### src/rtl/xstk_pkg.sv
package xstk_pkg;
    localparam int BYTE_W   = 8;
    localparam int PC_BYTES = 3;
    localparam int PC_W     = BYTE_W * PC_BYTES;

    localparam int AMODE_FLAT_BIT = 1;
    localparam int AMODE_WIDE_BIT = 2;
    localparam int MMODE_HI_BIT   = 7;
    localparam int MMODE_LO_BIT   = 6;

    typedef enum logic [1:0] {
        SEL_SP    = 2'b00,
        SEL_EXT   = 2'b01,
        SEL_AMODE = 2'b10,
        SEL_MMODE = 2'b11
    } reg_sel_e;

    typedef enum logic [2:0] {
        S_IDLE,
        S_POP_RESP,
        S_CALL_HI,
        S_CALL_EX,
        S_RET_MID,
        S_RET_LAST,
        S_RET_END
    } seq_state_e;
endpackage

### src/rtl/xstk_ptr.sv
module xstk_ptr
    import xstk_pkg::*;
#(
    parameter int               EXT_W  = 2,
    parameter logic [BYTE_W-1:0] SP_RST = 8'd7,
    localparam int              ADDR_W = BYTE_W + EXT_W
) (
    input  logic              clk,
    input  logic              rst_n,
    input  logic              wide,
    input  logic              inc,
    input  logic              dec,
    input  logic              wr_sp,
    input  logic              wr_ext,
    input  logic [BYTE_W-1:0] wdata,
    output logic [BYTE_W-1:0] sp_q,
    output logic [EXT_W-1:0]  ext_q,
    output logic [ADDR_W-1:0] addr_cur,
    output logic [ADDR_W-1:0] addr_inc
);
    logic [BYTE_W-1:0] sp_plus, sp_minus;
    logic [EXT_W-1:0]  ext_up, ext_dn;
    logic              sp_top, sp_bot;

    always_comb begin
        sp_top   = (sp_q == {BYTE_W{1'b1}});
        sp_bot   = (sp_q == {BYTE_W{1'b0}});
        sp_plus  = sp_q + BYTE_W'(1);
        sp_minus = sp_q - BYTE_W'(1);
        ext_up   = (wide && sp_top) ? ext_q + EXT_W'(1) : ext_q;
        ext_dn   = (wide && sp_bot) ? ext_q - EXT_W'(1) : ext_q;
        addr_cur = wide ? {ext_q, sp_q} : {{EXT_W{1'b0}}, sp_q};
        addr_inc = wide ? {ext_up, sp_plus} : {{EXT_W{1'b0}}, sp_plus};
    end

    always_ff @(posedge clk or negedge rst_n) begin
        if (!rst_n) begin
            sp_q  <= SP_RST;
            ext_q <= '0;
        end else if (inc) begin
            sp_q  <= sp_plus;
            ext_q <= ext_up;
        end else if (dec) begin
            sp_q  <= sp_minus;
            ext_q <= ext_dn;
        end else begin
            if (wr_sp)  sp_q  <= wdata;
            if (wr_ext) ext_q <= wdata[EXT_W-1:0];
        end
    end

    AST_PUSH_STEP: assert property (@(posedge clk) disable iff (!rst_n)
        (inc && !dec) |=> (sp_q == $past(sp_q) + BYTE_W'(1)));
    AST_WIDE_CARRY: assert property (@(posedge clk) disable iff (!rst_n)
        (inc && wide && sp_q == {BYTE_W{1'b1}}) |=> (ext_q == $past(ext_q) + EXT_W'(1)));
    AST_WIDE_BORROW: assert property (@(posedge clk) disable iff (!rst_n)
        (dec && !inc && wide && sp_q == {BYTE_W{1'b0}}) |=> (ext_q == $past(ext_q) - EXT_W'(1)));
    AST_NARROW_HOLD: assert property (@(posedge clk) disable iff (!rst_n)
        (!wide && !wr_ext) |=> $stable(ext_q));
endmodule

### src/rtl/xstk_modes.sv
module xstk_modes
    import xstk_pkg::*;
(
    input  logic              clk,
    input  logic              rst_n,
    input  logic              wr_amode,
    input  logic              wr_mmode,
    input  logic [BYTE_W-1:0] wdata,
    output logic [BYTE_W-1:0] amode_q,
    output logic [BYTE_W-1:0] mmode_q
);
    logic [BYTE_W-1:0] amode_d, mmode_d;
    logic              mm_both;

    always_comb begin
        mm_both = mmode_q[MMODE_HI_BIT] && mmode_q[MMODE_LO_BIT];
        amode_d = wdata;
        if (wdata[AMODE_WIDE_BIT] && mm_both)
            amode_d[AMODE_WIDE_BIT] = 1'b0;
        mmode_d = wdata;
        if (amode_q[AMODE_WIDE_BIT]) begin
            mmode_d[MMODE_HI_BIT] = 1'b0;
            mmode_d[MMODE_LO_BIT] = 1'b0;
        end
    end

    always_ff @(posedge clk or negedge rst_n) begin
        if (!rst_n) begin
            amode_q <= '0;
            mmode_q <= '0;
        end else begin
            if (wr_amode) amode_q <= amode_d;
            if (wr_mmode) mmode_q <= mmode_d;
        end
    end

    AST_NO_DUAL_MODE: assert property (@(posedge clk) disable iff (!rst_n)
        !(amode_q[AMODE_WIDE_BIT] && mmode_q[MMODE_HI_BIT] && mmode_q[MMODE_LO_BIT]));
    AST_MMODE_BLOCKED: assert property (@(posedge clk) disable iff (!rst_n)
        (wr_mmode && amode_q[AMODE_WIDE_BIT]) |=> (mmode_q[MMODE_HI_BIT:MMODE_LO_BIT] == 2'b00));
endmodule

### src/rtl/xstk_seq.sv
module xstk_seq
    import xstk_pkg::*;
#(
    parameter int ADDR_W = 10
) (
    input  logic              clk,
    input  logic              rst_n,
    input  logic              flat,
    input  logic              push_req,
    input  logic [BYTE_W-1:0] push_data,
    input  logic              pop_req,
    input  logic              call_req,
    input  logic              call_irq,
    input  logic [PC_W-1:0]   call_ret_addr,
    input  logic [PC_W-1:0]   call_target,
    input  logic              ret_req,
    input  logic [ADDR_W-1:0] addr_cur,
    input  logic [ADDR_W-1:0] addr_inc,
    input  logic [BYTE_W-1:0] mem_rdata,
    output logic              inc,
    output logic              dec,
    output logic              op_start,
    output logic              busy,
    output logic [ADDR_W-1:0] mem_addr,
    output logic              mem_we,
    output logic [BYTE_W-1:0] mem_wdata,
    output logic              mem_re,
    output logic              pop_valid,
    output logic [BYTE_W-1:0] pop_data,
    output logic              pc_load,
    output logic [PC_W-1:0]   pc_target
);
    seq_state_e        st, nxt;
    logic [PC_W-1:0]   lat_ret, lat_tgt;
    logic              lat_irq, lat_flat;
    logic [BYTE_W-1:0] cap_x, cap_h;
    logic [PC_W-1:0]   call_pc, ret_pc;
    logic              any_req;

    assign any_req = call_req || ret_req || push_req || pop_req;

    // next state
    always_comb begin
        nxt = st;
        unique case (st)
            S_IDLE: begin
                if (call_req)      nxt = S_CALL_HI;
                else if (ret_req)  nxt = flat ? S_RET_MID : S_RET_LAST;
                else if (push_req) nxt = S_IDLE;
                else if (pop_req)  nxt = S_POP_RESP;
            end
            S_POP_RESP: nxt = S_IDLE;
            S_CALL_HI:  nxt = lat_flat ? S_CALL_EX : S_IDLE;
            S_CALL_EX:  nxt = S_IDLE;
            S_RET_MID:  nxt = S_RET_LAST;
            S_RET_LAST: nxt = S_RET_END;
            S_RET_END:  nxt = S_IDLE;
            default:    nxt = S_IDLE;
        endcase
    end

    // state register
    always_ff @(posedge clk or negedge rst_n) begin
        if (!rst_n) st <= S_IDLE;
        else        st <= nxt;
    end

    // latched operands and captured return bytes
    always_ff @(posedge clk or negedge rst_n) begin
        if (!rst_n) begin
            lat_ret  <= '0;
            lat_tgt  <= '0;
            lat_irq  <= 1'b0;
            lat_flat <= 1'b0;
            cap_x    <= '0;
            cap_h    <= '0;
        end else begin
            if (st == S_IDLE && call_req) begin
                lat_ret  <= call_ret_addr;
                lat_tgt  <= call_target;
                lat_irq  <= call_irq;
                lat_flat <= flat;
            end else if (st == S_IDLE && ret_req) begin
                lat_irq  <= 1'b0;
                lat_flat <= flat;
            end
            if (st == S_RET_MID)  cap_x <= mem_rdata;
            if (st == S_RET_LAST) cap_h <= mem_rdata;
        end
    end

    always_comb begin
        call_pc = {(lat_flat && !lat_irq) ? lat_tgt[PC_W-1:2*BYTE_W] : {BYTE_W{1'b0}},
                   lat_tgt[2*BYTE_W-1:0]};
        ret_pc  = {(lat_flat ? cap_x : {BYTE_W{1'b0}}), cap_h, mem_rdata};
    end

    // outputs
    always_comb begin
        inc       = 1'b0;
        dec       = 1'b0;
        mem_we    = 1'b0;
        mem_re    = 1'b0;
        mem_addr  = addr_cur;
        mem_wdata = '0;
        pop_valid = 1'b0;
        pop_data  = '0;
        pc_load   = 1'b0;
        pc_target = '0;
        op_start  = (st == S_IDLE) && any_req;
        busy      = (st != S_IDLE);
        unique case (st)
            S_IDLE: begin
                if (call_req) begin
                    inc       = 1'b1;
                    mem_we    = 1'b1;
                    mem_addr  = addr_inc;
                    mem_wdata = call_ret_addr[BYTE_W-1:0];
                end else if (ret_req || (!push_req && pop_req)) begin
                    dec      = 1'b1;
                    mem_re   = 1'b1;
                    mem_addr = addr_cur;
                end else if (push_req) begin
                    inc       = 1'b1;
                    mem_we    = 1'b1;
                    mem_addr  = addr_inc;
                    mem_wdata = push_data;
                end
            end
            S_POP_RESP: begin
                pop_valid = 1'b1;
                pop_data  = mem_rdata;
            end
            S_CALL_HI: begin
                inc       = 1'b1;
                mem_we    = 1'b1;
                mem_addr  = addr_inc;
                mem_wdata = lat_ret[2*BYTE_W-1:BYTE_W];
                if (!lat_flat) begin
                    pc_load   = 1'b1;
                    pc_target = call_pc;
                end
            end
            S_CALL_EX: begin
                inc       = 1'b1;
                mem_we    = 1'b1;
                mem_addr  = addr_inc;
                mem_wdata = lat_ret[PC_W-1:2*BYTE_W];
                pc_load   = 1'b1;
                pc_target = call_pc;
            end
            S_RET_MID, S_RET_LAST: begin
                dec      = 1'b1;
                mem_re   = 1'b1;
                mem_addr = addr_cur;
            end
            S_RET_END: begin
                pc_load   = 1'b1;
                pc_target = ret_pc;
            end
            default: begin
                inc = 1'b0;
            end
        endcase
    end

    AST_POP_THEN_VALID: assert property (@(posedge clk) disable iff (!rst_n)
        (st == S_IDLE && pop_req && !call_req && !ret_req && !push_req) |=> pop_valid);
    AST_ONE_ACCESS: assert property (@(posedge clk) disable iff (!rst_n)
        !(mem_we && mem_re));
    AST_IRQ_UPPER_ZERO: assert property (@(posedge clk) disable iff (!rst_n)
        (pc_load && lat_irq && (st == S_CALL_HI || st == S_CALL_EX))
            |-> (pc_target[PC_W-1:2*BYTE_W] == {BYTE_W{1'b0}}));
    AST_CALL_CHAIN: assert property (@(posedge clk) disable iff (!rst_n)
        (st == S_IDLE && call_req) |=> (mem_we && busy));
endmodule

### src/rtl/xstack_unit.sv
module xstack_unit
    import xstk_pkg::*;
#(
    parameter int               EXT_W  = 2,
    parameter logic [BYTE_W-1:0] SP_RST = 8'd7,
    localparam int              ADDR_W = BYTE_W + EXT_W
) (
    input  logic              clk,
    input  logic              rst_n,
    input  logic              push_req,
    input  logic [BYTE_W-1:0] push_data,
    input  logic              pop_req,
    input  logic              call_req,
    input  logic              call_irq,
    input  logic [PC_W-1:0]   call_ret_addr,
    input  logic [PC_W-1:0]   call_target,
    input  logic              ret_req,
    input  logic              reg_wr,
    input  logic [1:0]        reg_sel,
    input  logic [BYTE_W-1:0] reg_wdata,
    output logic [ADDR_W-1:0] mem_addr,
    output logic              mem_we,
    output logic [BYTE_W-1:0] mem_wdata,
    output logic              mem_re,
    input  logic [BYTE_W-1:0] mem_rdata,
    output logic              pop_valid,
    output logic [BYTE_W-1:0] pop_data,
    output logic              pc_load,
    output logic [PC_W-1:0]   pc_target,
    output logic              busy,
    output logic [BYTE_W-1:0] sp_out,
    output logic [BYTE_W-1:0] ext_out,
    output logic [BYTE_W-1:0] actrl_out,
    output logic [BYTE_W-1:0] mctrl_out
);
    logic              inc, dec, op_start, wr_ok;
    logic              wr_sp, wr_ext, wr_amode, wr_mmode;
    logic [BYTE_W-1:0] sp_q, amode_q, mmode_q;
    logic [EXT_W-1:0]  ext_q;
    logic [ADDR_W-1:0] addr_cur, addr_inc;

    always_comb begin
        wr_ok    = reg_wr && !busy && !op_start;
        wr_sp    = wr_ok && (reg_sel == SEL_SP);
        wr_ext   = wr_ok && (reg_sel == SEL_EXT);
        wr_amode = wr_ok && (reg_sel == SEL_AMODE);
        wr_mmode = wr_ok && (reg_sel == SEL_MMODE);
    end

    xstk_ptr #(.EXT_W(EXT_W), .SP_RST(SP_RST)) u_ptr (
        .clk      (clk),
        .rst_n    (rst_n),
        .wide     (amode_q[AMODE_WIDE_BIT]),
        .inc      (inc),
        .dec      (dec),
        .wr_sp    (wr_sp),
        .wr_ext   (wr_ext),
        .wdata    (reg_wdata),
        .sp_q     (sp_q),
        .ext_q    (ext_q),
        .addr_cur (addr_cur),
        .addr_inc (addr_inc)
    );

    xstk_modes u_modes (
        .clk      (clk),
        .rst_n    (rst_n),
        .wr_amode (wr_amode),
        .wr_mmode (wr_mmode),
        .wdata    (reg_wdata),
        .amode_q  (amode_q),
        .mmode_q  (mmode_q)
    );

    xstk_seq #(.ADDR_W(ADDR_W)) u_seq (
        .clk           (clk),
        .rst_n         (rst_n),
        .flat          (amode_q[AMODE_FLAT_BIT]),
        .push_req      (push_req),
        .push_data     (push_data),
        .pop_req       (pop_req),
        .call_req      (call_req),
        .call_irq      (call_irq),
        .call_ret_addr (call_ret_addr),
        .call_target   (call_target),
        .ret_req       (ret_req),
        .addr_cur      (addr_cur),
        .addr_inc      (addr_inc),
        .mem_rdata     (mem_rdata),
        .inc           (inc),
        .dec           (dec),
        .op_start      (op_start),
        .busy          (busy),
        .mem_addr      (mem_addr),
        .mem_we        (mem_we),
        .mem_wdata     (mem_wdata),
        .mem_re        (mem_re),
        .pop_valid     (pop_valid),
        .pop_data      (pop_data),
        .pc_load       (pc_load),
        .pc_target     (pc_target)
    );

    always_comb begin
        sp_out    = sp_q;
        ext_out   = {{(BYTE_W-EXT_W){1'b0}}, ext_q};
        actrl_out = amode_q;
        mctrl_out = mmode_q;
    end

    AST_WR_DROPPED: assert property (@(posedge clk) disable iff (!rst_n)
        (op_start && reg_wr) |=> ($stable(amode_q) && $stable(mmode_q)));
    AST_BUSY_NO_LOAD: assert property (@(posedge clk) disable iff (!rst_n)
        (busy && !inc && !dec) |=> ($stable(sp_q) && $stable(ext_q)));
endmodule

### config.mk
export PLATFORM = sky130hd
export DESIGN_NAME = xstack_unit
export DESIGN_NICKNAME = d
export VERILOG_FILES = /design/src/rtl/xstk_pkg.sv /design/src/rtl/xstk_ptr.sv /design/src/rtl/xstk_modes.sv /design/src/rtl/xstk_seq.sv /design/src/rtl/xstack_unit.sv
export SDC_FILE = /design/constraint.sdc
export NUM_CORES = 1
export LEC_CHECK = 0
export ABC_CLOCK_PERIOD_IN_PS = 2550
export CORE_ASPECT_RATIO = 0.75
export CORE_MARGIN = 4
export CORE_UTILIZATION = 30
export DETAILED_ROUTE_END_ITERATION = 7
export GPL_TIMING_DRIVEN = 0
export PLACE_DENSITY_LB_ADDON = 0.2
export SYNTH_ARGS = -nofsm -noshare
export SYNTH_HDL_FRONTEND = slang
export SYNTH_SLANG_ARGS = --single-unit
export TNS_END_PERCENT = 30
### constraint.sdc
create_clock -name clk -period 2.55 [get_ports clk]
set_input_delay 0.255 -clock clk [delete_from_list [all_inputs] [get_ports clk]]
set_output_delay 0.255 -clock clk [all_outputs]
set_load 0.02 [all_outputs]
==> results of run 1 <==
## flip-flops by register name, indices dropped and copies added (netlist names)
| signal | cells |
|---|---|
| u_seq.lat_irq | 1 |
| u_modes.mmode_q | 8 |
| u_seq.st | 3 |
| u_seq.cap_h | 8 |
| u_seq.cap_x | 8 |
| u_seq.lat_tgt | 24 |
| u_seq.lat_flat | 1 |
| u_modes.amode_q | 8 |
| u_ptr.ext_q | 2 |
| u_ptr.sp_q | 8 |
| u_seq.lat_ret | 16 |
## how the worst min path moves through the flow
stage | to | slack, ns | start | cells after the start
after floorplan | u_modes.amode_q[0]$_DFFE_PN0P_ | -0.04 | rst_n | 0
after global placement | u_seq.lat_irq$_DFFE_PN0P_ | 0.49 | u_seq.lat_irq$_DFFE_PN0P_ | 1
after detailed placement | u_modes.amode_q[0]$_DFFE_PN0P_ | 0.20 | rst_n | 1
after CTS | u_ptr.sp_q[6]$_DFFE_PN0P_ | 0.36 | rst_n | 2
after global routing | u_modes.amode_q[7]$_DFFE_PN0P_ | 0.40 | rst_n | 2
final | u_modes.amode_q[0]$_DFFE_PN0P_ | 0.37 | rst_n | 2
## cell usage after synthesis, drive strengths merged, types with 2 or more instances
cell,n,area share (%)
and2,11,1.6
a221oi,2,0.38
inv,12,0.98
nor2,20,1.6
ha,3,0.82
nand2,29,2.4
a221o,3,0.65
a21oi,12,1.3
mux2,70,17
a22oi,8,1.3
a32oi,2,0.38
nor3,7,0.87
o21ai,23,2.6
o22ai,6,0.82
buf,20,2.8
nor2b,3,0.41
nand4,3,0.41
xnor2,8,1.5
nand3b,2,0.33
nand2b,2,0.27
a22o,25,4.8
dfrtp,84,46
mux2i,10,2.2
o211ai,2,0.33
and3,5,0.68
dfstp,3,1.7
clkbuf,12,1.0
nand3,7,0.87
nor3b,2,0.57
## logic make-up after synthesis
logic type | after synthesis
compound gates | 94
simple gates | 94
flops | 87
mux | 81
buf+inv | 44
xor+xnor | 9
fa+ha+maj | 3
other cells | 1
## per-stage QoR
step / cell area, um^2 / total power, W / utilization (%)
after floorplan: 4620 / 0.00498 / -
after global placement: 6490 / 0.00659 / 44.0
after detailed placement: 6510 / 0.00669 / 44.2
after CTS: 6840 / 0.00794 / 46.4
after global routing: 6880 / 0.00845 / 46.7
final: 6880 / 0.00791 / 46.7
## layout make-up
cell class / instances / area, um^2 / share of cell area [%]
Clock buffer: 11 / 253 / 3.67
Timing Repair Buffer: 171 / 1650 / 24.0
Sequential cell: 87 / 2180 / 31.7
Multi-Input combinational cell: 287 / 2280 / 33.2
Inverter: 12 / 47.5 / 0.691
Clock inverter: 5 / 40.0 / 0.582
Buffer: 27 / 179 / 2.60
Tap cell: 200 / 250 / 3.64
## per-layer routing
metal	global-route usage, %	vias up	part of all wire (%)
met5	0	-	0.091
met4	3.80	2	0.85
met3	6.11	10	8.7
met2	26.0	150	47
met1	22.2	1931	43
li1	-	1853	-
## cell usage in the layout, fill, tap and decap left out, types with 3 or more instances in the layout
| cell | instances |
|---|---|
| a21oi_1 | 11 |
| a22o_1 | 25 |
| a22oi_1 | 8 |
| and2_1 | 9 |
| and3_1 | 4 |
| buf_2 | 10 |
| buf_4 | 17 |
| clkbuf_1 | 4 |
| clkbuf_16 | 9 |
| clkbuf_2 | 8 |
| clkdlybuf4s15_2 | 4 |
| clkdlybuf4s50_1 | 114 |
| clkinvlp_4 | 3 |
| conb_1 | 6 |
| dfrtp_1 | 84 |
| dfstp_2 | 3 |
| dlygate4sd2_1 | 26 |
| dlymetal6s2s_1 | 7 |
| inv_1 | 9 |
| mux2_2 | 70 |
| mux2i_1 | 10 |
| nand2_1 | 29 |
| nand3_1 | 6 |
| nand4_1 | 3 |
| nor2_1 | 20 |
| nor3_2 | 3 |
| o21ai_0 | 22 |
| o22ai_1 | 6 |
| xnor2_1 | 8 |
## repair_timing
item / 4_1_cts / 5_1_grt
buffers inserted: 1 / 6
pin swaps: 1 / 2
endpoints found under the setup margin: 54 / 32
gates resized for setup: 82 / 36
hold buffers: 1 / 0
hold endpoints to repair: 20 / 0
## power by group through the flow
stage | registers [W] | logic [W] | clock network (W)
global placement | 0.00240 | 0.00419 | 0
floorplan | 0.00246 | 0.00253 | 0
detailed placement | 0.00244 | 0.00425 | 0
CTS | 0.00242 | 0.00418 | 0.00134
finish | 0.00244 | 0.00419 | 0.00128
global route | 0.00252 | 0.00453 | 0.00140
==> results_dict.tcl, run 1 <==
set metrics [dict create \
    run_status "completed" \
    timing_hold_violations_final 0 \
    buffer_and_inverter_count_on_the_worst_path 1 \
    min_period_ns 2.51 \
    drc 0 \
    critical_path_depth 8 \
    coreArea_um2 14700 \
    post-dp-hpwl_um 11200 \
    worstPathArrival_ns 2.26 \
    grt_max_degree 65 \
    placement_rows 38 \
    p_leak_nw 3.05 \
    synth.mux.area_fraction_pct 19.8 \
    reg2reg_depth 5 \
    area_growth_syn_to_layout_pct 49.7 \
    worst_pin_slew_ns 0.801 \
    grt_pass1_vias 4148 \
    path_delay_family "simple AND/OR/NAND/NOR gates" \
    synthesis.area_per_instance_um2 11.1 \
    power.density_cell_area_nw_per_um2 1150 \
    p_sw_share_pct 40.5 \
    initial_core_util_pct 31.2 \
    synth_xor_area_share_pct 1.71 \
    setup.worst_path.end_class "output port" \
    critical_path.endpoint "mem_addr[9]" \
    timing.critical_path.required_ns 2.30 \
    synth-main-ff-cell "dfrtp_1" \
    comb_power_share_pct 53.0 \
    dp.cells 781 \
    clockPowerShare_pct 16.2 \
    floorplan.io_pins 169 \
    net-switching-power_w 0.00320 \
    preCtsSetupSlack_ns -0.589 \
    synth-seq-area-share_pct 47.4 \
    synth-edff-count 0 \
    num-fill-cells 1368 \
    synth.ff_latch_count 87 \
    hold_crit_path_type "input port to asynchronous set/reset pin" \
    firstDrtPassIters 4 \
    max-slew-margin-rel_pct 46.4 \
    htreeDepth 3 \
    clock_tree_from_tritoncts "done" \
    clkLatencyLatePin_ns 0.34 \
    port-buffer-count 162 \
    synth_compound_area_share_pct 14.7 \
    power.sequential.fraction_pct 30.8 \
    drt_iter0_markers 202 \
    maxClockFrequency_mhz 398 \
    cts-buffers-inserted 9 \
    postRouteWirelength_um 14300 \
    route.vias.total 3946 \
    setup_viol 0 \
    ir_drop_uv 334 \
    ff2ff_setup_slack_ns 0.33 \
    cp_cell_sequence "ha_2 -> nand4_1 -> nor3_2 -> nand2_1 -> nor2_1 -> xnor2_1 -> nor2_1 -> clkdlybuf4s15_2" \
    floorplan.die_area_um2 17400 \
    finish.net_count 680 \
    grt.overflow.total 0 \
    rr_endpoint "u_modes.amode_q[3]$_DFFE_PN0P_" \
    overall_fraction_of_global_route_tracks_in_use_pct 16.7 \
    whs_ns 0.372 \
    critical_path.reg2reg.startpoint "u_seq.st[1]$_DFFE_PN0P_" \
    number_of_maximum_capacitance_violations 0 \
    skew_ns 0.00646 \
    cts.sink_count 87 \
    clk_pin_slew_ns 0.06 \
    dominant_combinational_cell_family_by_area_after_synthesis "multiplexers" \
    cp_slowest_cell "dfstp_2" \
    critical-path-max-stage-delay_ns 0.59 \
    crit_start "u_ptr.sp_q[1]$_DFFE_PN1P_" \
    netlist-cell-type-count 56 \
    worst_path_most_repeated_cell "nor2_1" \
    netlist_instances 413 \
    finalWeightedCongestion 0.893 \
    p_int_w 0.00471 \
    crit_fanout 6 \
    grt_setup_unrepaired "true" \
    drtAntennaViolNets 0 \
    die_width_um 151 \
    layout.cells.non_filler 800 \
    grt_first_pass_wirelength_um 22500 \
    die_height_um 115 \
    synth_area_um2 4600 \
    synthArstFlopShare_pct 100 \
    pins_over_slew_limit 0 \
    cts_root_buf "clkbuf_16" \
    num_antenna_cells 0 \
    yosys.area_share.adder_pct 0.816 \
    final.setup.worst_slack_ns 0.0391 \
    routed_wire_length_per_instance_um 17.9 \
    cts_max_path_buffers 2 \
    timing.final.crit_share_pct 98.5 \
    vias_per_cell 4.93 \
    start_kind "register" \
    antenna_violations_before_repair 1 \
    final.setup.tns_ns 0 \
    yosys_warnings 0 \
    type_of_the_worst_setup_path "register to output port" \
    proportion_of_layout_cells_with_a_drive_suffix_above_1_pct 26.2 \
    synthSimpleGateAreaFrac_pct 10.7 \
]
Note: power is estimated with default switching activity, not from simulation.
==> run 2: changes to the inputs <==
--- a/config.mk
+++ b/config.mk
@@ -14,5 +14,6 @@
 export PLACE_DENSITY_LB_ADDON = 0.2
 export SYNTH_ARGS = -nofsm -noshare
 export SYNTH_HDL_FRONTEND = slang
+export SYNTH_HIERARCHICAL = 1
 export SYNTH_SLANG_ARGS = --single-unit
 export TNS_END_PERCENT = 30
==> run 2 against run 1 <==
Against the previous run: cell area is 7.0% higher; combinational power is 21% higher; critical path depth is 3 lower; global-route usage is 0.55 points lower; via count is 0.73% higher; first-iteration DRC count is 20% higher; worst hold slack better by 0.085 ns; flip-flop and latch count stayed put; critical endpoint is now pc_target[4]; largest cell class unchanged; largest power group unchanged.
==> results_dict.tcl, run 2 <==
set metrics [dict create \
    run_status "completed" \
    ir_drop_uv 348 \
    initial_core_util_pct 31.0 \
    die_width_um 157 \
    ff2ff_setup_slack_ns 0.15 \
    power.density_cell_area_nw_per_um2 1230 \
    path_delay_family "buffers and inverters" \
    synthesis.area_per_instance_um2 12.0 \
    worst_pin_slew_ns 0.611 \
    num_antenna_cells 0 \
    cp_cell_sequence "nand2b_1 -> buf_2 -> a21oi_4 -> a22o_1 -> clkdlybuf4s50_1" \
    grt.overflow.total 0 \
    crit_fanout 9 \
    mostFrequentLayoutCell "clkdlybuf4s50_1" \
    num-fill-cells 1534 \
    layout.cells.most_common_list "clkdlybuf4s50_1 (121), dfrtp_1 (83), mux2_2 (58), dlygate4sd2_1 (28), buf_4 (25)" \
    synth-main-ff-cell "dfrtp_1" \
    start_kind "register" \
    cts_root_buf "clkbuf_16" \
    type_of_the_worst_setup_path "register to output port" \
    top_usage_layer "met2" \
    critical_path.reg2reg.startpoint "u_seq/st[0]$_DFFE_PN0P_" \
    vias_per_cell 4.87 \
    most_repeated_cell_in_the_gate_level_netlist_after_synthesis "dfrtp_1" \
    timing_hold_violations_final 0 \
    grt_max_degree 46 \
    synth-edff-count 0 \
    multiInputGateArea_um2 2580 \
    finish.net_count 686 \
    placement_rows 40 \
    p_leak_nw 3.22 \
    library_cell_with_the_largest_summed_area_after_synthesis "dfrtp_1" \
    routed_wire_length_per_instance_um 18.4 \
    drt_iter0_markers 242 \
    layout_top_registers "u_seq/lat_tgt (24), u_seq/lat_ret (16)" \
    cts_max_path_buffers 2 \
    rr_endpoint "u_ptr/sp_q[7]$_DFFE_PN0P_" \
    maxClockFrequency_mhz 406 \
    grt_pass1_vias 4146 \
    postRouteWirelength_um 15000 \
    place_area_um2 6930 \
    max-slew-margin-rel_pct 59.3 \
    htreeDepth 3 \
    synth.area.top_cells "dfrtp_1 (42%), mux2_2 (13%), mux2_4 (6.9%), a22o_1 (4.2%), buf_4 (2.7%)" \
    skew_ns 0.00772 \
    layout.cells.non_filler 816 \
    yosys_warnings 6 \
    synth.ff_latch_count 87 \
    firstDrtPassIters 4 \
    cp_slowest_cell "clkdlybuf4s50_1" \
    die_height_um 120 \
    synth-seq-area-share_pct 43.6 \
    cts-buffers-inserted 9 \
    clkLatencyLatePin_ns 0.34 \
    clock_tree_from_tritoncts "done" \
    finish.instance_area_um2 7360 \
    pins_over_slew_limit 0 \
    floorplan.io_pins 169 \
    register_area_um2 2180 \
    antenna_violations_before_repair 0 \
    grt_util_met1_pct 22.2 \
    critical-path-max-stage-delay_ns 0.62 \
    hold_crit_path_type "input port to asynchronous set/reset pin" \
    grt_first_pass_wirelength_um 23400 \
    netlist-cell-type-count 70 \
    area_growth_syn_to_layout_pct 47.1 \
    max_flop_register "u_seq/lat_tgt" \
    cts.sink_count 87 \
    setup_viol 0 \
    synth_common_cells "dfrtp_1 (84), mux2_2 (58), a22o_1 (24)" \
    overall_fraction_of_global_route_tracks_in_use_pct 16.1 \
    number_of_maximum_capacitance_violations 0 \
    proportion_of_layout_cells_with_a_drive_suffix_above_1_pct 29.9 \
    drc 0 \
    reg2reg_depth 10 \
    min_period_ns 2.46 \
    drtAntennaViolNets 0 \
    post-dp-hpwl_um 11400 \
    synthArstFlopShare_pct 100 \
    buffer_and_inverter_count_on_the_worst_path 2 \
    coreArea_um2 16200 \
    fin_util_pct 45.5 \
    yosysTopAreaCellShare_pct 42.0 \
    timing.final.crit_share_pct 96.6 \
    dp.cells 795 \
    timing.critical_path.required_ns 2.30 \
    finalWeightedCongestion 0.858 \
    route.vias.total 3975 \
    floorplan.die_area_um2 18800 \
    largest_register_ff_count 24 \
    globalRouteMet3Util_pct 4.76 \
    netlist_instances 417 \
    worstPathArrival_ns 2.21 \
    setup.worst_path.end_class "output port" \
    synth_area_um2 5000 \
    port-buffer-count 162 \
    clk_pin_slew_ns 0.06 \
    grtUsageMet2_pct 24.8 \
]
## run 2: final cells by class
class	count	share of cell area [%]
tap	210	3.57
inverter	9	0.459
clock buffer	10	3.11
timing repair buffer	168	22.6
sequential	87	29.6
clock inverter	6	0.935
buffer	41	4.69
multi-input combinational	285	35.0
## run 2: per-layer routing
| layer | vias up | part of all wire [%] |
|---|---|---|
| met3 | 10 | 7.1 |
| met1 | 1976 | 46 |
| met4 | 0 | 1.1 |
| met2 | 114 | 46 |
| met5 | - | 0 |
| li1 | 1875 | - |
## run 2: metrics by stage
stage | worst slack (ns) | hold slack, ns | TNS, ns | power [W]
6_report | 0.0870 | 0.457 | 0 | 0.00907
5_1_grt | -0.00520 | 0.502 | -0.00834 | 0.00966
4_1_cts | -0.136 | 0.466 | -0.808 | 0.00913
3_5_place_dp | -0.918 | 0.312 | -8.86 | 0.00777
3_3_place_gp | -2.14 | 0.490 | -190.10 | 0.00767
2_1_floorplan | 0.123 | -0.0406 | 0 | 0.00587
## run 2: how the worst max path moves through the flow
stage | start | slack, ns | depth (start not counted) | to
after floorplan | u_seq/st[0]$_DFFE_PN0P_ | 0.12 | 10 | u_ptr/sp_q[7]$_DFFE_PN0P_
after global placement | rst_n | -2.14 | 1 | u_seq/lat_tgt[20]$_DFFE_PN0P_
after detailed placement | call_req | -0.92 | 8 | u_ptr/sp_q[7]$_DFFE_PN0P_
after CTS | u_seq/st[0]$_DFFE_PN0P_ | -0.14 | 6 | mem_wdata[4]
after global routing | u_seq/st[1]$_DFFE_PN0P_ | -0.005 | 6 | pc_target[22]
final | u_seq/st[2]$_DFFE_PN0P_ | 0.09 | 5 | pc_target[4]
## run 2: cell families (layout without fill, tap and decap cells)
group | Yosys count | in the layout | synth area share, %
and+or+nand+nor | 96 | 96 | 12.1
muxes | 91 | 91 | 22.0
DFF | 87 | 87 | 43.6
AOI/OAI and AO/OA | 80 | 80 | 12.5
buffers and inverters | 50 | 234 | 7.45
xor gates and xnor gates | 9 | 9 | 1.58
adders and majority gates | 3 | 3 | 0.750
other | 1 | 6 | 0.0749
## run 2: power by group
part           internal (W)  switching (W)  total (W)
combinational       0.00266        0.00243    0.00509
sequential          0.00210       0.000537    0.00264
clock              0.000765       0.000576    0.00134
total               0.00553        0.00355    0.00907
## run 2: what timing repair did
action / CTS / global route
resized for setup: 48 / 24
buffers inserted: 2 / 2
endpoints found under the setup margin: 55 / 21
hold buffers: 1 / 0
endpoints found under the hold margin: 44 / 0
pin swaps: 0 / 5
